==> src/rtl/sinc3_pkg.sv <==
package sinc3_pkg;
  localparam int RATE_W   = 10;
  localparam int OSR_UNIT = 64;
  localparam int OUT_W    = 24;
  localparam int STAGES   = 3;
  localparam int MAX_R    = OSR_UNIT * ((1 << RATE_W) - 1);
  localparam int CNT_W    = $clog2(MAX_R);
  localparam int ACC_W    = STAGES * CNT_W + 1;
  localparam int SET_W    = 2;

  typedef logic signed [ACC_W-1:0] acc_t;

  localparam acc_t SAT_HI = acc_t'((1 << (OUT_W - 1)) - 1);
  localparam acc_t SAT_LO = ~SAT_HI;

  // smallest k with 2**k >= n
  function automatic int ceil_log2(input int n);
    int res;
    res = 0;
    for (int k = 31; k >= 0; k--) begin
      if ((longint'(1) << k) >= longint'(n)) res = k;
    end
    return res;
  endfunction

  function automatic logic [RATE_W-1:0] legal_rate(input logic [RATE_W-1:0] code);
    return (code == '0) ? RATE_W'(1) : code;
  endfunction

  function automatic int dec_ratio(input logic [RATE_W-1:0] fs);
    return OSR_UNIT * int'(fs);
  endfunction

  // align the filter sum so that full scale lands on the 24-bit MSB
  function automatic logic [OUT_W-1:0] scale_word(input acc_t v, input logic [RATE_W-1:0] fs);
    int   sh;
    acc_t t;
    sh = STAGES * ceil_log2(dec_ratio(fs)) - (OUT_W - 1);
    if (sh >= 0) t = v >>> sh;
    else         t = v <<< (-sh);
    if (t > SAT_HI)      t = SAT_HI;
    else if (t < SAT_LO) t = SAT_LO;
    return t[OUT_W-1:0];
  endfunction
endpackage

==> src/rtl/sinc3_integ.sv <==
module sinc3_integ
  import sinc3_pkg::*;
#(
  parameter int N = STAGES,
  parameter int W = ACC_W
) (
  input  logic                clk,
  input  logic                clear,
  input  logic                step,
  input  logic signed [W-1:0] din,
  output logic signed [W-1:0] sum_next
);
  logic signed [W-1:0] st_q [N];
  logic signed [W-1:0] st_d [N];

  // each stage adds the freshly updated value of the stage before it
  always_comb begin
    for (int g = 0; g < N; g++) begin
      if (g == 0) st_d[g] = st_q[g] + din;
      else        st_d[g] = st_q[g] + st_d[g-1];
    end
  end

  always_ff @(posedge clk) begin
    for (int g = 0; g < N; g++) begin
      if (clear)     st_q[g] <= '0;
      else if (step) st_q[g] <= st_d[g];
    end
  end

  assign sum_next = st_d[N-1];
endmodule

==> src/rtl/sinc3_comb.sv <==
module sinc3_comb
  import sinc3_pkg::*;
#(
  parameter int N = STAGES,
  parameter int W = ACC_W
) (
  input  logic                clk,
  input  logic                clear,
  input  logic                fire,
  input  logic signed [W-1:0] din,
  output logic signed [W-1:0] dout
);
  logic signed [W-1:0] dly_q [N];
  logic signed [W-1:0] dif   [N+1];

  always_comb begin
    dif[0] = din;
    for (int g = 0; g < N; g++) dif[g+1] = dif[g] - dly_q[g];
  end

  always_ff @(posedge clk) begin
    for (int g = 0; g < N; g++) begin
      if (clear)     dly_q[g] <= '0;
      else if (fire) dly_q[g] <= dif[g];
    end
  end

  assign dout = dif[N];
endmodule

==> src/rtl/sinc3_seq.sv <==
module sinc3_seq
  import sinc3_pkg::*;
(
  input  logic              clk,
  input  logic              rst_n,
  input  logic              samp_en,
  input  logic              chan_restart,
  input  logic [RATE_W-1:0] rate_code,
  input  logic              zero_lat,
  output logic [RATE_W-1:0] rate_q,
  output logic              zl_q,
  output logic              clear,
  output logic              fire,
  output logic              present,
  output logic [SET_W-1:0]  settle_q,
  output logic [CNT_W-1:0]  dcnt_q
);
  localparam logic [SET_W-1:0] SETTLED = SET_W'(STAGES - 1);

  logic             take_cfg;
  logic [CNT_W-1:0] last_idx;

  assign take_cfg = !rst_n || chan_restart;
  assign last_idx = CNT_W'(dec_ratio(rate_q) - 1);
  assign fire     = rst_n && samp_en && !chan_restart && (dcnt_q == last_idx);
  assign present  = fire && (settle_q == SETTLED);
  assign clear    = take_cfg || (present && zl_q);

  always_ff @(posedge clk) begin
    if (take_cfg) begin
      rate_q <= legal_rate(rate_code);
      zl_q   <= zero_lat;
    end
  end

  always_ff @(posedge clk) begin
    if (clear)        dcnt_q <= '0;
    else if (samp_en) dcnt_q <= fire ? '0 : dcnt_q + CNT_W'(1);
  end

  always_ff @(posedge clk) begin
    if (clear)                             settle_q <= '0;
    else if (fire && settle_q != SETTLED)  settle_q <= settle_q + SET_W'(1);
  end
endmodule

==> src/rtl/sinc3_decim.sv <==
module sinc3_decim
  import sinc3_pkg::*;
(
  input  logic              clk,
  input  logic              rst_n,
  input  logic              samp_en,
  input  logic              mod_bit,
  input  logic [RATE_W-1:0] rate_code,
  input  logic              zero_lat,
  input  logic              chan_restart,
  output logic              res_valid,
  output logic [OUT_W-1:0]  res_word
);
  // named internal events, observed by the bound checker
  logic              dec_evt;
  logic              pres_evt;
  logic              filt_clear;
  logic              zl_mode;
  logic [RATE_W-1:0] rate_eff;
  logic [SET_W-1:0]  settle_cnt;
  logic [CNT_W-1:0]  dec_cnt;
  acc_t              samp_val;
  acc_t              integ_sum;
  acc_t              comb_out;

  assign samp_val = mod_bit ? acc_t'(1) : '1;

  sinc3_seq u_seq (
    .clk(clk), .rst_n(rst_n), .samp_en(samp_en), .chan_restart(chan_restart),
    .rate_code(rate_code), .zero_lat(zero_lat),
    .rate_q(rate_eff), .zl_q(zl_mode), .clear(filt_clear), .fire(dec_evt),
    .present(pres_evt), .settle_q(settle_cnt), .dcnt_q(dec_cnt)
  );

  sinc3_integ #(.N(STAGES), .W(ACC_W)) u_integ (
    .clk(clk), .clear(filt_clear), .step(samp_en), .din(samp_val), .sum_next(integ_sum)
  );

  sinc3_comb #(.N(STAGES), .W(ACC_W)) u_comb (
    .clk(clk), .clear(filt_clear), .fire(dec_evt), .din(integ_sum), .dout(comb_out)
  );

  always_ff @(posedge clk) begin
    if (!rst_n) begin
      res_valid <= 1'b0;
      res_word  <= '0;
    end else begin
      res_valid <= pres_evt;
      if (pres_evt) res_word <= scale_word(comb_out, rate_eff);
    end
  end
endmodule

==> config.mk <==
export PLATFORM = sky130hd
export DESIGN_NAME = sinc3_decim
export DESIGN_NICKNAME = d
export VERILOG_FILES = /design/src/rtl/sinc3_pkg.sv /design/src/rtl/sinc3_integ.sv /design/src/rtl/sinc3_comb.sv /design/src/rtl/sinc3_seq.sv /design/src/rtl/sinc3_decim.sv
export SDC_FILE = /design/constraint.sdc
export NUM_CORES = 1
export LEC_CHECK = 0
export ABC_AREA = 1
export BUFFER_PORTS_ARGS = -buffer_cell sky130_fd_sc_hd__buf_2
export CAP_MARGIN = 40
export CORE_AREA = 2 2 303 305
export DETAILED_ROUTE_END_ITERATION = 8
export DIE_AREA = 0 0 305 307
export GPL_ROUTABILITY_DRIVEN = 0
export PLACE_DENSITY = 0.63
export SETUP_SLACK_MARGIN = 0.05
export SLEW_MARGIN = 20
export SYNTH_ARGS = -nofsm -noshare
export SYNTH_HDL_FRONTEND = slang
export SYNTH_SLANG_ARGS = --single-unit
export TNS_END_PERCENT = 100
==> constraint.sdc <==
create_clock -name clk -period 30.3 [get_ports clk]
set_clock_uncertainty 0.1 [all_clocks]
set_input_delay 6.06 -clock clk [delete_from_list [all_inputs] [get_ports clk]]
set_output_delay 6.06 -clock clk [all_outputs]
set_load 0.05 [all_outputs]
==> summary.txt <==
Global routing
  • Largest net degree at the start of global routing: 70
  • Total global-route track usage: 20.5%
  • GRT overflow: 0
  • Vias in the first global route: 31500
  • Antenna violations before repair: 0
  • First-pass GRT wire length: 160000 µm

Outcome
  • Status: finished clean

Critical path
  • Buf/Inv on CP: 10
  • CP Capture Type: register
  • WP data arrival: 19.92 ns
  • CP dominant cell by count: nand2_1
  • Worst reg2reg path startpoint: u_integ.st_q[0][0]$_SDFFCE_PN0P_
  • Crit path max fanout: 59
  • Worst Setup Start Kind: input pin
  • Critical-path top delay cell: buf_4
  • Worst R2R Path Depth: 77
  • Crit Path Class: input pin to register
  • Max incr delay on CP: 0.48 ns
  • Worst EP required: 30.66 ns
  • CP delay by family, top: compound AO/OA/AOI/OAI gates
  • R2r endpoint: res_word[13]$_SDFFE_PN0P_
  • R2R setup slack: 16.26 ns

Drt
  • Final WL: 97200 µm
  • DRT iter0 DRCs: 2679
  • Routed WL per cell: 15.1 µm
  • Vias per inst: 5.24
  • Vias: 33700
  • Initial DRT Pass Iterations: 6
  • DRC violations left: 0
  • ANT nets after route: 0

STA
  • Relative max-transition margin: 46.7%
  • Final min period: 19.56 ns
  • Setup TNS: 0 ns
  • Setup violators final: 0
  • Worst Tran Pin Value: 0.800 ns
  • Worst setup margin: 10.74 ns
  • Final hold vios: 0
  • Slew Viols, Final: 0
  • Fmax: 0.0511 GHz
  • Final worst-path cycle share: 64.5%
  • RSZ-0062 raised after global routing: no

Finish
  • # nets final: 5541
  • Post-Layout Cell Count: 6428
  • Most frequent cells in the layout: nand2_1, inv_1, nor2_1
  • P&R area growth vs syn: 7.85%
  • # diodes: 0
  • Most common cell after layout, fill and taps aside: nand2_1
  • Ratio of cells with drive above 1 in the final layout: 6.01%

CTS
  • Setup bufs post-CTS: 0
  • Worst-Skew Late Latency: 0.58 ns
  • PostCTS Resize Cnt: 0
  • Cts bufs inserted: 43
  • Hold-fix buffers, CTS: 0
  • Clk sinks: 348
  • CTS Root Cell: clkbuf_16
  • CTS Buffer Depth: 3
  • CTS tree: yes
  • CTS H-tree lvls: 2
  • Clock-pin slew on the worst setup and hold paths: 0.06 ns

Yosys
  • Ys Warns: 0
  • Gate Count Post-Synth: 5260
  • Synth async-reset ratio: 0%
  • Distinct cells, synth: 72
  • Post-synthesis register bit count: 348
  • Avg Cell Area, Syn: 6.83 µm²
  • Post-synthesis sequential area ratio: 27.9%
  • Post-synth top flop: edfxtp_1
  • Synthesized Nets: 5592
  • EDFF count, synth: 305
  • Synth Cell Area: 0.0359 mm²

Place
  • HPWL after DPL: 75300 µm
  • Pre-CTS setup slack: 9.84 ns
  • Placed insts: 6347
  • Input/output buffers: 40

Worst hold path
  • Hold-critical path endpoint: u_seq.settle_q[0]$_SDFFE_PP0P_
  • Min-delay worst type: register to register
  • Worst hold path stage count: 2
  • Hold Crit Start: u_seq.settle_q[0]$_SDFFE_PP0P_

Floorplan
  • Die Wd: 305 µm
  • Die height: 307 µm
  • Core ar.: 0.0907 mm²
  • # rows: 111
  • I/O pin cnt: 41
  • Die Area: 0.0936 mm²
  • Initial Util: 39.6%

Run
  • Max cap viols: 0
[layout make-up]
| cell class | instances | area, µm² |
|---|---|---|
| Tap cell | 1186 | 1480 |
| Clock buffer | 57 | 1180 |
| Sequential cell | 348 | 10000 |
| Inverter | 805 | 3020 |
| Timing Repair Buffer | 82 | 618 |
| Clock inverter | 21 | 289 |
| Multi-Input combinational cell | 3929 | 22100 |
| Fill cell | 9473 | 51900 |
[stage by stage]
stage	cell area (µm²)	hold slack [ns]	util (%)
finish	38700	0.361	42.7
floorplan	35900	0.339	-
global route	38700	0.395	42.7
detailed placement	37200	0.355	41.0
CTS	38700	0.364	42.6
global placement	37100	0.348	40.9
[Yosys cell counts, types with 9 or more instances]
master       n  area, µm²
xnor2_1     50        438
nand3_1    420       2100
nor3_1      28        140
inv_1      789       2960
o21bai_1    24        180
inv_2       10       37.5
or2_2       30        188
a21oi_2     26        228
edfxtp_1   305       9160
buf_1       16       60.1
a21o_1      19        143
xor2_1     226       1980
o21ai_0    313       1570
nand2_2     19        119
o22ai_1     17        106
o21ai_1     49        245
nand2_1   1090       4090
dfxtp_1     43        861
nand3_2     48        480
o21a_1      11       82.6
a211oi_1     9       67.6
ha_1       310       3880
nor2_1     623       2340
o211ai_1    29        218
a21oi_1    416       2080
nor2_2      10       62.6
clkbuf_1   109        409
buf_2       36        180
nand4_1     22        138
a31oi_1     31        194
nor4_1      13       81.3
[worst register-to-register path, delay by kind of cell, from the launching register on]
family | cells | cell delay, ns
flops | 1 | 0.37
fa+ha+maj | 6 | 2.11
simple gates | 27 | 3.26
xor+xnor | 6 | 1.49
buf+inv | 9 | 0.97
compound gates | 29 | 5.65
[metal layers]
layer | GRT usage, % | wire (µm) | up-vias
met1 | 27.5 | 44900 | 15300
li1 | - | - | 17200
met4 | 7.17 | 3400 | 0
met3 | 2.11 | 5010 | 195
met2 | 34.1 | 44000 | 901
met5 | 0 | 0 | -
[registers in the layout, summed over array words and instances (netlist names)]
signal,cells
u_comb.dly_q,147
u_integ.st_q,147
u_seq.rate_q,10
u_seq.dcnt_q,16
res_valid,1
u_seq.zl_q,1
u_seq.settle_q,2
res_word,24
[worst max-delay path by stage]
stage	slack, ns	end	from	cells past startpoint
CTS	10.41	res_word[13]$_SDFFE_PN0P_	mod_bit	79
floorplan	12.59	res_word[0]$_SDFFE_PN0P_	mod_bit	81
finish	10.74	res_word[13]$_SDFFE_PN0P_	mod_bit	78
global placement	9.97	res_word[13]$_SDFFE_PN0P_	mod_bit	80
detailed placement	9.84	res_word[13]$_SDFFE_PN0P_	mod_bit	80
global route	9.11	res_word[8]$_SDFFE_PN0P_	mod_bit	80
[kinds of logic (layout without fill, tap and decap cells)]
kind of cell | Yosys count | after routing | share of synthesized area (%)
AOI/OAI and AO/OA | 1005 | 1005 | 15.7
xor gates and xnor gates | 276 | 276 | 6.73
and+or+nand+nor | 2328 | 2328 | 27.7
DFF | 348 | 348 | 27.9
buffers and inverters | 983 | 965 | 10.7
muxes | 4 | 4 | 0.111
adders and majority gates | 316 | 316 | 11.1
Power is left out: the tool's default activity adds up to more than one toggle a clock period on the data nets, which glitch-free logic cannot reach.
